$ cat src/rtl/lsa_pkg.sv
package lsa_pkg;

  // Width of a binary requestor index, never below one bit.
  function automatic int unsigned idx_w(input int unsigned n);
    int unsigned w;
    w = 1;
    while ((1 << w) < n) w++;
    return w;
  endfunction

endpackage

$ cat src/rtl/lsa_rr_pick.sv
// Rotating-priority search: first requesting index at or above ptr_i, wrapping.
module lsa_rr_pick #(
  parameter int unsigned NUM_REQ = 4,
  parameter int unsigned IDX_W   = lsa_pkg::idx_w(NUM_REQ)
) (
  input  logic [NUM_REQ-1:0] req_i,
  input  logic [IDX_W-1:0]   ptr_i,
  output logic               vld_o,
  output logic [IDX_W-1:0]   idx_o
);

  always_comb begin
    vld_o = 1'b0;
    idx_o = '0;
    // Walk from farthest to nearest offset so the nearest request wins.
    for (int i = NUM_REQ - 1; i >= 0; i--) begin
      int k;
      k = int'(ptr_i) + i;
      if (k >= int'(NUM_REQ)) k = k - int'(NUM_REQ);
      if (req_i[k]) begin
        vld_o = 1'b1;
        idx_o = IDX_W'(k);
      end
    end
  end

endmodule

$ cat src/rtl/lsa_slot.sv
// One resource: rotating arbiter, ready gate and lock-based ownership.
module lsa_slot #(
  parameter int unsigned NUM_REQ = 4,
  parameter int unsigned IDX_W   = lsa_pkg::idx_w(NUM_REQ)
) (
  input  logic               clk,
  input  logic               rst_n,
  input  logic [NUM_REQ-1:0] req_i,
  input  logic [NUM_REQ-1:0] lock_i,
  input  logic               ready_i,
  output logic               gnt_vld_o,
  output logic [IDX_W-1:0]   chosen_o
);

  localparam logic [IDX_W-1:0] LAST_IDX = IDX_W'(NUM_REQ - 1);

  logic [IDX_W-1:0] ptr_q, ptr_d;
  logic [IDX_W-1:0] owner_q, owner_d;
  logic             held_q, held_d;
  logic             ptr_en, owner_en;

  logic             hold;
  logic             pick_vld;
  logic [IDX_W-1:0] pick_idx;
  logic [IDX_W-1:0] win_idx;
  logic             gnt;

  lsa_rr_pick #(.NUM_REQ(NUM_REQ), .IDX_W(IDX_W)) u_pick (
    .req_i (req_i),
    .ptr_i (ptr_q),
    .vld_o (pick_vld),
    .idx_o (pick_idx)
  );

  // Ownership holds only while the recorded owner keeps its lock raised.
  always_comb begin
    hold    = held_q & lock_i[owner_q];
    win_idx = hold ? owner_q : pick_idx;
    gnt     = ready_i & (hold ? req_i[owner_q] : pick_vld);
  end

  // Next state and clock enables.
  always_comb begin
    ptr_en   = gnt & ~hold;
    owner_en = gnt;
    ptr_d    = (win_idx == LAST_IDX) ? '0 : win_idx + IDX_W'(1);
    owner_d  = win_idx;
    held_d   = gnt ? lock_i[win_idx] : hold;
  end

  always_ff @(posedge clk or negedge rst_n) begin
    if (!rst_n) begin
      ptr_q   <= '0;
      owner_q <= '0;
      held_q  <= 1'b0;
    end else begin
      held_q <= held_d;
      if (ptr_en)   ptr_q   <= ptr_d;
      if (owner_en) owner_q <= owner_d;
    end
  end

  assign gnt_vld_o = gnt;
  assign chosen_o  = gnt ? win_idx : '0;

  // a resource that is not ready grants nobody.
  p_ready_gate_r2: assert property (@(posedge clk) disable iff (!rst_n)
    !ready_i |-> !gnt_vld_o);

  // a grant goes only to a requesting index.
  p_grant_has_req_r1: assert property (@(posedge clk) disable iff (!rst_n)
    gnt_vld_o |-> req_i[chosen_o]);

  // index in range, and zero when no grant is given.
  p_idx_range_r4: assert property (@(posedge clk) disable iff (!rst_n)
    gnt_vld_o |-> (int'(chosen_o) < int'(NUM_REQ)));
  p_idx_zero_r4: assert property (@(posedge clk) disable iff (!rst_n)
    !gnt_vld_o |-> (chosen_o == '0));

  // a locked winner keeps the resource while its lock stays high.
  p_lock_keep_r3: assert property (@(posedge clk) disable iff (!rst_n)
    (gnt_vld_o && lock_i[chosen_o]) |=>
      (!gnt_vld_o || !lock_i[$past(chosen_o)] || chosen_o == $past(chosen_o)));

endmodule

$ cat src/rtl/lock_rr_alloc.sv
module lock_rr_alloc #(
  parameter int unsigned NUM_REQ = 4,
  parameter int unsigned NUM_RES = 3,
  localparam int unsigned IDX_W  = lsa_pkg::idx_w(NUM_REQ)
) (
  input  logic                       clk,
  input  logic                       rst_n,
  input  logic [NUM_RES*NUM_REQ-1:0] req_i,
  input  logic [NUM_RES*NUM_REQ-1:0] lock_i,
  input  logic [NUM_RES-1:0]         ready_i,
  output logic [NUM_RES-1:0]         gnt_vld_o,
  output logic [NUM_RES*IDX_W-1:0]   chosen_o
);

  // Reset asserts at once and is released on the second clock edge.
  logic [1:0] rst_sync_q;
  logic       rst_int_n;

  always_ff @(posedge clk or negedge rst_n) begin
    if (!rst_n) rst_sync_q <= 2'b00;
    else        rst_sync_q <= {rst_sync_q[0], 1'b1};
  end
  assign rst_int_n = rst_sync_q[1];

  for (genvar r = 0; r < NUM_RES; r++) begin : g_res
    lsa_slot #(.NUM_REQ(NUM_REQ), .IDX_W(IDX_W)) u_slot (
      .clk       (clk),
      .rst_n     (rst_int_n),
      .req_i     (req_i[r*NUM_REQ +: NUM_REQ]),
      .lock_i    (lock_i[r*NUM_REQ +: NUM_REQ]),
      .ready_i   (ready_i[r]),
      .gnt_vld_o (gnt_vld_o[r]),
      .chosen_o  (chosen_o[r*IDX_W +: IDX_W])
    );
  end

endmodule

$ cat config.mk
export PLATFORM = sky130hd
export DESIGN_NAME = lock_rr_alloc
export DESIGN_NICKNAME = d
export VERILOG_FILES = /design/src/rtl/lsa_pkg.sv /design/src/rtl/lsa_rr_pick.sv /design/src/rtl/lsa_slot.sv /design/src/rtl/lock_rr_alloc.sv
export SDC_FILE = /design/constraint.sdc
export NUM_CORES = 1
export LEC_CHECK = 0
export CORE_ASPECT_RATIO = 1.5
export CORE_MARGIN = 2
export CORE_UTILIZATION = 35
export DETAILED_ROUTE_END_ITERATION = 12
export PLACE_DENSITY = 0.63
export SYNTH_ARGS = -nofsm -noshare
export SYNTH_HDL_FRONTEND = slang
export SYNTH_SLANG_ARGS = --single-unit
$ cat constraint.sdc
create_clock -name clk -period 4 [get_ports clk]
set_input_delay 0.8 -clock clk [delete_from_list [all_inputs] [get_ports clk]]
set_output_delay 0.8 -clock clk [all_outputs]
set_load 0.005 [all_outputs]
==> flow_summary.toml <==
[status]
outcome = "completed"

[critical_path]
slowest_delay_ns = 0.57
worstPathArrival_ns = 2.97
cpLargestDelayFamily = "simple AND/OR/NAND/NOR gates"
worstRegToRegCells = 6
cpMaxStageDelayCell = "or4_4"
cp_num_cells = 6
start_kind = "primary input"
required_ns = 3.20
reg2reg_slack_ns = 1.80
worstSetupEndpoint = "chosen_o[4]"
reg2reg_to = "g_res[2].u_slot.held_q$_DFF_PN0_"
crit_top_cell = "clkdlybuf4s50_1"
crit_fanout = 6
path_cells = "clkdlybuf4s50_1 -> or4_4 -> or3b_1 -> o211ai_2 -> nor2_1 -> clkdlybuf4s50_1"
critPathBufInv = 2
startpoint = "req_i[9]"
crit_type = "in2out"
endpoint_kind = "output port"
reg2reg_from = "g_res[2].u_slot.owner_q[0]$_DFFE_PN0P_"

[routing]
finalWirelength_um = 3180
viasPerCell = 5.36
ant_nets = 0
dr.pass1.iters = 4
drt_iter0_drc = 25
wl_per_cell_um = 13.3
vias = 1281
drc = 0

[power]
power_density_nw_per_um2 = 580
ir_worst_vdd_mv = 0.277
p_leak_nw = 0.844
p_total_mw = 1.10

[grt]
busiest_layer = "met2"
met3_usage = 0.0218
grt_pass1_wl_um = 5310
grt_pass1_vias = 1278
antenna_found_initial = 0
grt_max_degree = 16
use_met1 = 0.145
track_usage = 0.142
gr-total-overflow = 0
met2_usage = 0.294

[final_layout]
seqCellArea_um2 = 425
syn_to_final_growth_pct = 31.9
final_common_cell = "clkdlybuf4s50_1"
diodes = 0
multi_input_area_um2 = 930
final_cell_mix = "clkdlybuf4s50_1, dfrtp_1, nor2_1, mux2i_1"
final_nets = 226
fillers = 387
drive_gt1_frac = 0.149

[synthesis]
ys_warn_count = 0
postSynthRegisterBits = 17
avgSynthCellArea_um2 = 9.18
synth_cells = 156
ys_async_sr_fraction = 1.00
synth_fp_nets = 187
synth-seq-area-share = 0.297
netlist_area_um2 = 1430
synth_flop_cell = "dfrtp_1"
ys_types = 45
synth_edf_count = 0

[clock_tree]
clock_latency_ns = 0.24
cts_tree = "built"
cts_hold_buf = 0
cts_num_sinks = 17
clock_path_buffers = 2
htreeDepth = 1
numCtsBuffers = 3
clkTransAtPathRegs_ns = 0.06
ctsResizeCount = 0
post-cts-setup-buffer-count = 0
cts_root_buf = "clkbuf_8"

[placement]
portBuffers = 37
gp_congestion = 0.745
dp_hpwl_um = 2750

[sta]
slew_viol_final = 0
period_minus_slack_ns = 3.77
rsz0062_at_grt = "false"
tightest_slew_ns = 0.590
final.setup.tns_ns = 0
fin_worst_skew_ns = 0.00293
maxSlewHeadroom = 0.607
fin_crit_sh = 0.942
finalHoldViolCount = 0
setup_viol = 0
max_freq_ghz = 0.266

[hold_path]
holdCritPathClass = "reg2async"

[die]
core_um2 = 3920
die_w_um = 56.2
start_util = 0.365
fp.dieArea_um2 = 4630
io_pins = 38
row_count = 28
die_y_um = 82.3

[job]
maxCapViolCount = 0
cell type report:
| cell class | instances | share of cell area |
|---|---|---|
| multi-input combinational | 122 | 0.492 |
| inverter | 12 | 0.0239 |
| clock buffer | 3 | 0.0219 |
| sequential | 17 | 0.225 |
| timing repair buffer | 39 | 0.204 |
| clock inverter | 1 | 0.00265 |
| tap | 45 | 0.0298 |
registers in the layout (all words and copies together), names as in the netlist:
register,flops
g_res.u_slot.ptr_q,6
g_res.u_slot.held_q,3
rst_sync_q,2
g_res.u_slot.owner_q,6
layer usage:
metal / up-vias / part of all wire
met3: 2 / 0.034
li1: 633 / -
met2: 27 / 0.57
met5: - / 0
met4: 0 / 0.0053
met1: 619 / 0.39
cell families (layout without fill, tap and decap cells):
logic type	count (synthesis)	in the layout	share of synthesized area
multiplexers	26	26	0.218
other	1	1	0.00262
buffers and inverters	17	55	0.0533
AO/OA/AOI/OAI	39	39	0.205
flip-flops	17	17	0.297
AND/OR/NAND/NOR	53	53	0.200
XOR/XNOR	1	1	0.00612
adder cells (fa/ha/maj)	2	2	0.0175
worst reg2reg max path, cell delays in order (launching register included):
cell,delay [ns]
dfrtp_1,0.45
mux2i_1,0.17
nor3b_2,0.22
and2b_4,0.24
a31oi_2,0.29
mux2_2,0.37
a221o_1,0.33
worst min-delay path by stage:
stage	cells past startpoint	start	end
final	0	rst_sync_q[1]$_DFF_PN0_	g_res[0].u_slot.ptr_q[0]$_DFFE_PN0P_
after global placement	0	rst_sync_q[1]$_DFF_PN0_	g_res[0].u_slot.ptr_q[0]$_DFFE_PN0P_
after detailed placement	0	rst_sync_q[1]$_DFF_PN0_	g_res[1].u_slot.ptr_q[1]$_DFFE_PN0P_
after floorplan	0	rst_sync_q[1]$_DFF_PN0_	g_res[0].u_slot.held_q$_DFF_PN0_
after global routing	0	rst_sync_q[1]$_DFF_PN0_	g_res[0].u_slot.ptr_q[0]$_DFFE_PN0P_
after CTS	0	rst_sync_q[1]$_DFF_PN0_	g_res[0].u_slot.ptr_q[0]$_DFFE_PN0P_
power by group:
group / leakage (nW) / internal (mW) / switching, mW / total (mW)
clock network: 0.0255 / 0.0688 / 0.0513 / 0.120
registers: 0.207 / 0.248 / 0.0965 / 0.345
logic: 0.612 / 0.360 / 0.270 / 0.631
metrics by stage:
step                hold WS [ns]  setup slack [ns]  std cells  utilization  area, um^2
detailed placement         0.267             0.236        235        0.469        1840
global placement           0.262             0.283        235        0.469        1840
global route               0.295             0.132        239        0.481        1890
finish                     0.245             0.234        239        0.481        1890
floorplan                  0.187              1.18        156            -        1430
CTS                        0.273             0.230        239        0.481        1890
cells in the mapped netlist (all sizes together), types with 2 or more instances:
master / n / area, um^2
dfrtp: 17 / 425
mux2i: 15 / 150
nor2: 15 / 56.3
a21oi: 12 / 60.1
inv: 12 / 45.0
nand2: 12 / 45.0
mux2: 8 / 90.1
a21o: 7 / 55.1
nand2b: 7 / 43.8
o21ai: 6 / 30.0
nor2b: 5 / 38.8
buf: 4 / 27.5
mux4: 3 / 71.3
nand3: 3 / 15.0
or2: 3 / 18.8
and2b: 2 / 17.5
ha: 2 / 25.0
o22a: 2 / 18.8
o22ai: 2 / 12.5
o31ai: 2 / 15.0
o41ai: 2 / 43.8
or4: 2 / 18.8
No activity file was read; power rests on OpenSTA's default activity.
